--- config.mk ---
export PLATFORM = sky130hd
export DESIGN_NAME = prot_check
export DESIGN_NICKNAME = d
export VERILOG_FILES = /design/src/rtl/prot_check.sv
export SDC_FILE = /design/constraint.sdc
export NUM_CORES = 1
export LEC_CHECK = 0
export BUFFER_PORTS_ARGS = -buffer_cell sky130_fd_sc_hd__buf_2
export CORE_AREA = 4 4 252 254
export DETAILED_ROUTE_END_ITERATION = 6
export DIE_AREA = 0 0 256 258
export HOLD_SLACK_MARGIN = 0.1
export RECOVER_POWER = 50
export SYNTH_ARGS = -nofsm -noshare
export SYNTH_HDL_FRONTEND = slang
export SYNTH_SLANG_ARGS = --single-unit
--- constraint.sdc ---
create_clock -name clk -period 7.6 [get_ports clk]
set_input_delay 0.76 -clock clk [delete_from_list [all_inputs] [get_ports clk]]
set_output_delay 0.76 -clock clk [all_outputs]
set_load 0.03 [all_outputs]
--- src/rtl/prot_check.sv ---
module prot_check #(
  parameter int NREG   = 8,
  parameter int AW     = 32,
  parameter int MINLOG = 12
) (
  input  logic                    clk,
  input  logic                    rst_n,
  input  logic                    cfg_we,
  input  logic [$clog2(NREG)-1:0] cfg_idx,
  input  logic [AW-1:0]           cfg_base,
  input  logic [4:0]              cfg_size,
  input  logic [3:0]              cfg_perm,
  input  logic                    acc_req,
  input  logic [AW-1:0]           acc_addr,
  input  logic                    acc_write,
  input  logic                    acc_priv,
  input  logic                    acc_fetch,
  input  logic [4:0]              sr_mode,
  output logic                    abort,
  output logic                    abort_pf,
  output logic [4:0]              mode_inv
);
  localparam int SPAN = AW - MINLOG;

  logic [AW-1:0] base_q [NREG];
  logic [4:0]    size_q [NREG];
  logic [3:0]    perm_q [NREG];
  logic [NREG-1:0] hit, deny;
  logic          bad;

  assign mode_inv = ~sr_mode;

  for (genvar i = 0; i < NREG; i++) begin : g_reg
    logic [AW-1:0] mask;
    assign mask = (int'(size_q[i]) >= SPAN) ? '0
                : ({AW{1'b1}} << (MINLOG + int'(size_q[i])));
    assign hit[i]  = perm_q[i][0] && ((acc_addr & mask) == (base_q[i] & mask));
    assign deny[i] = (perm_q[i][3] && !acc_priv)
                   || (perm_q[i][2] && !acc_fetch)
                   || (perm_q[i][1] && acc_write);

    always_ff @(posedge clk or negedge rst_n) begin
      if (!rst_n) begin
        base_q[i] <= '0;
        size_q[i] <= '0;
        perm_q[i] <= '0;
      end else if (cfg_we && int'(cfg_idx) == i) begin
        base_q[i] <= cfg_base;
        size_q[i] <= cfg_size;
        perm_q[i] <= cfg_perm;
      end
    end
  end

  always_comb begin
    bad = 1'b1;
    for (int i = NREG - 1; i >= 0; i--)
      if (hit[i]) bad = deny[i];
  end

  always_ff @(posedge clk or negedge rst_n) begin
    if (!rst_n) begin
      abort    <= 1'b0;
      abort_pf <= 1'b0;
    end else begin
      abort    <= acc_req && bad;
      abort_pf <= acc_req && bad && acc_fetch;
    end
  end
endmodule

# Yosys cells after proc, flatten, opt, wreduce, memory -nomap -nowiden
# Index checks and enable logic that the tools add are counted.
# Widths: inputs -> output; s select.
[word_totals]
register_bits = 330
in_bits = 88
output_inout_bits = 7
elab_cells = 159
[classes]
n_addsub = 8
n_lt_le_gt_ge = 8
eq_ne = 15
n_shift = 8
mux = 16
bitwise = 17
reduce_logical = 61
[ops]
columns = ["operator", "n"]
rows = [
  ["$and 32x32->32", 16],
  ["$eq 32x32->1", 8],
  ["$mux 32", 8],
  ["$shl 32x6->32 const A", 8],
  ["$add 4x5->6 const A", 8],
  ["$logic_and 1x1->1", 42],
  ["$ge 5x5->1 const B", 8],
  ["$logic_or 1x1->1", 16],
  ["$eq 3x3->1 const B", 4],
  ["$mux 1", 8],
  ["$eq 3x2->1 const B", 2],
  ["$not 5->5", 1],
  ["$eq 3x1->1 const B", 1],
  ["$logic_not 3->1", 1],
  ["$logic_not 1->1", 2],
]

# Longest topological paths before layout
[logic_depth]
word_depth = 16
ltp_mapped = 15
ltp_nobuf = 13

# Worst setup path after synthesis
# OpenSTA, ideal clock, no wires.
[synth_timing]
path_type = "register -> register"
startpoint = "register size_q[27] in the netlist's numbering"
endpoint = "register abort_pf"
setup_time_ns = 0.101
arrival_ns = 2.848
required_ns = 7.499
slack_ns = 4.652
path_stages_with_launch = 15
n_path_buf = 3
synth_period_minus_slack_ns = 2.948
path_cell_list = "dfrtp_1 clkbuf_1 clkbuf_1 inv_1 ha_1 clkbuf_1 nor2_1 a31oi_1 or3_1 nor4_1 and4_1 o2bb2ai_1 o211ai_1 nor4_2 o32ai_1"
[synth_via]
elab_chain_len = 11
elab_cells_between_ends = 13
cone_classes = "add/sub: 1; order compare: 1; eq/ne: 1; shift: 1; mux: 4; bitwise: 2; reduce/logical: 3"
[synth_rtl]
columns = ["element", "line_no", "source"]
rows = [
  ["start, declared", "26", "logic [4:0] size_q [NREG];"],
  ["start signal, assigned by index", "49", "size_q[i] <= cfg_size;"],
  ["$add 4x5->6", "36", ": ({AW{1'b1}} << (MINLOG + int'(size_q[i])));"],
  ["$shl 32x6->32", "36", ""],
  ["$mux 32 *", "35", "assign mask = (int'(size_q[i]) >= SPAN) ? '0"],
  ["$and 32x32->32", "37", "assign hit[i] = perm_q[i][0] && ((acc_addr & mask) == (base_q[i] & mask));"],
  ["$eq 32x32->1 *", "37", ""],
  ["$logic_and 1x1->1 *", "37", ""],
  ["$mux 1 * (3 in series)", "58", "if (hit[i]) bad = deny[i];"],
  ["$logic_and 1x1->1 * (2 in series)", "67", "abort_pf <= acc_req && bad && acc_fetch;"],
  ["end signal, assigned", "67", ""],
  ["end, declared", "20", "output logic abort_pf,"],
]
# Every way passes the cells marked *; elsewhere a longest branch is shown, timed or not.
# A chain may end at the register's enable or synchronous reset.

==> summary.md <==
| Metric | Value |
|---|---|
| Routed wire length | 62000 um |
| Measured slew at the worst slew-check pin | between 4 and 5 ns |
| Clk_lat worst skew | roughly 0.56 ns |
| Fin area | roughly 21000 um^2 |
| Core area | between 60000 and 70000 um^2 |
| Area Overhead vs Synth | 13.0% |
| Input/output buffers | 94 |
| Worst R2R Path Depth | 10 |
| Total global routing overflow | 0 |
| Final setup fails | 0 |
| GPL Wtd Cong | slightly above 0.9 |
| RR Startpoint | size_q[12] |
| Vias in the first global route | 13.0k |
| # DRC | 0 |
| RSZ-0062 raised after global routing | false |
| Post-DP Area | 19300 um^2 |
| CP endpoint kind | async pin |
| Failing checks | capacitance limit, slew limit |
| First-pass GRT wire length | 91500 um |
| Setup clock skew after layout | about 0.016 ns |
| # hold bufs at CTS | 0 |
| Crit Path Class | in2async |
| Status | finished, violations left |
| Filler cell count | about 6k |
| Post-synth EDFFs | 0 |
| Max Cap Viol | 8 |
| Slew headroom | -1.93 |
| FP Rows | 91 |
| Lkg Pwr | 8.49 nW |
| CP max stage delay | 3.01 ns |
| Final min period | approximately 4.4 ns |
| Slowest cell on crit path | clkbuf_1 |
| Die area | roughly 66000 um^2 |
| DPL Wire Length | 45600 um |
| CTS tree | built |
| Yosys warns | 0 |
| Setup TNS | 0 ns |
| Final Cycle Share | 0.579 |
| Layout cell share with drive strength beyond 1 | 0.296 |
| Postcts setup bufs | 0 |
| CP startpoint | rst_n |
| Max Buffers Root-to-Sink | 3 |
| Starting Density | 0.297 |
| Root buffer cell | clkbuf_16 |
| Clock-pin transition on the worst setup and hold timing paths | about 0.06 ns |
| Max Fanout on Critical Path | 74 |
| CP top delay family | buffers and inverters |
| Total CTS buffers | 38 |
| CP Launch Type | primary input |
| Distinct cell type count after synthesis | 84 |
| Largest net degree at the start of global routing | 135 |
| Synth Area in Compound Gates | 0.0996 |
| Hold Path Origin | acc_req |
| Final layout net count | 1747 |
| Worst hold stages | 3 |
| WP buf/inv | 2 |
| Seq/Total Area, Yosys | 0.454 |
| Fmax | about 230 MHz |
| Max Slew Vio Count | roughly 380 |
| Mapped cell area | 18200 um^2 |
| WP data arrival | 4.96 ns |
| XOR/XNOR share of the synthesized area | 0.126 |
| PwrDens | 308 nW/um^2 |
| Worst path cell trace | clkbuf_1 -> buf_4 |
| Mux contribution to synthesized area | 0.199 |
| Critical Path RT | a little over 8 ns |
| Synth Instances | 1583 |
| Antenna violations before repair | 5 |
| Routed Antenna Nets | 0 |
| Total track usage | 0.186 |
| Synth Flop Type | dfrtp_1 |
| Adder-cell area share of the yosys netlist | 0.0241 |
| Synth Area in Simple Gates | 0.0638 |
| Post-synth ARST share | 1.00 |
| Worst Hold Class | in2reg |
| Post-DR vias/cell | 5.25 |
| Die H | about 260 um |
| Routed len/inst | 25.3 um |
| DR iter-0 viols | around 1.0k |
| Post-synthesis net count | around 1.7k |
| Leading cell type in the layout, fill and taps excluded | dfrtp_1 |
| Io pins | 95 |
| Drt first pass iters | 6 |
| Largest family of logic cells by synthesized area | multiplexers |
| Power, Total | between 6 and 7 mW |
| Maximum vdd drop | around 0.00014 V |
| Number of synthesized register bits | 330 |
| # clock sinks | 330 |
| Final hold vios | 0 |
| H-tree depth | 2 |
| Most frequent cells in the layout | dfrtp_1 (330), mux2_2 (318), xor2_1 (156), xnor2_1 (105), buf_2 (91) |
| DIE WIDTH | around 260 um |
| Post-Syn Area per Cell | about 11 um^2 |
| Via count | ~13k |
| Path length in cells of the critical path | 2 |
| Resize count post-CTS | 0 |
-- flip-flops by register name, summed over array words and instances (netlist names) --
register,flops
base_q,256
size_q,40
perm_q,32
abort,1
abort_pf,1
-- worst paths after layout --
path                              endpoint  slack [ns]
worst max-delay path            base_q[80]        3.20
worst min-delay path                 abort        0.50
worst max register to register    abort_pf        3.78
worst min register to register   size_q[8]        0.51
max in group clk                  abort_pf        3.78
min in group asynchronous       perm_q[17]        1.75
-- per-stage QoR --
step,cells,hold WS (ns),setup slack [ns],util
floorplan,1583,0.464,4.65,-
global placement,2378,0.482,3.71,0.315
detailed placement,2378,0.492,3.82,0.315
CTS,2444,0.192,3.77,0.336
global route,2444,0.518,2.36,0.335
finish,2446,0.499,3.20,0.335
-- cell type report --
type,instances,area (um^2),share of cell area
repair buffers,105,536,0.0261
diodes,2,5.00,0.000244
clock inverters,16,193,0.00939
clock buffers,50,1080,0.0525
multi-input cells,1112,9320,0.454
inverters,41,154,0.00750
well taps,790,988,0.0481
flip-flops and latches,330,8260,0.402
-- cell usage after synthesis (all sizes together) (15+ instances only) --
cell type  instances  area, um^2
dfrtp            330        8260
xor2             156        1370
xnor2            105         920
nand4             15        93.8
a31oi             20         125
nand2             67         254
nand2b            16         100
a21oi             52         260
mux2             319        3590
buf               46         251
nor2              38         145
inv               40         150
ha                31         388
clkbuf            54         206
nand3             22         110
nor3              17        90.1
o21ai             72         364
-- per-layer routing --
metal,track usage,vias up,wire length [um]
met5,0,-,47
met4,0.0803,6,2880
met3,0.0368,113,3480
met2,0.283,387,27400
met1,0.257,6616,28200
li1,-,5731,-
-- logic make-up (layout without fill, tap and decap cells) --
kind of cell	after synthesis	in the layout
and+or+nand+nor	225	225
AOI/OAI and AO/OA	269	269
xor gates and xnor gates	261	261
DFF	330	330
other	0	2
muxes	321	321
buffers and inverters	141	212
adders and majority gates	36	36
-- power by group --
part	leakage, nW	switching (mW)	internal, mW
registers	3.96	0.325	2.15
logic	3.90	1.13	0.828
clock network	0.626	0.758	1.13
Note: power is estimated with default switching activity, not from simulation.
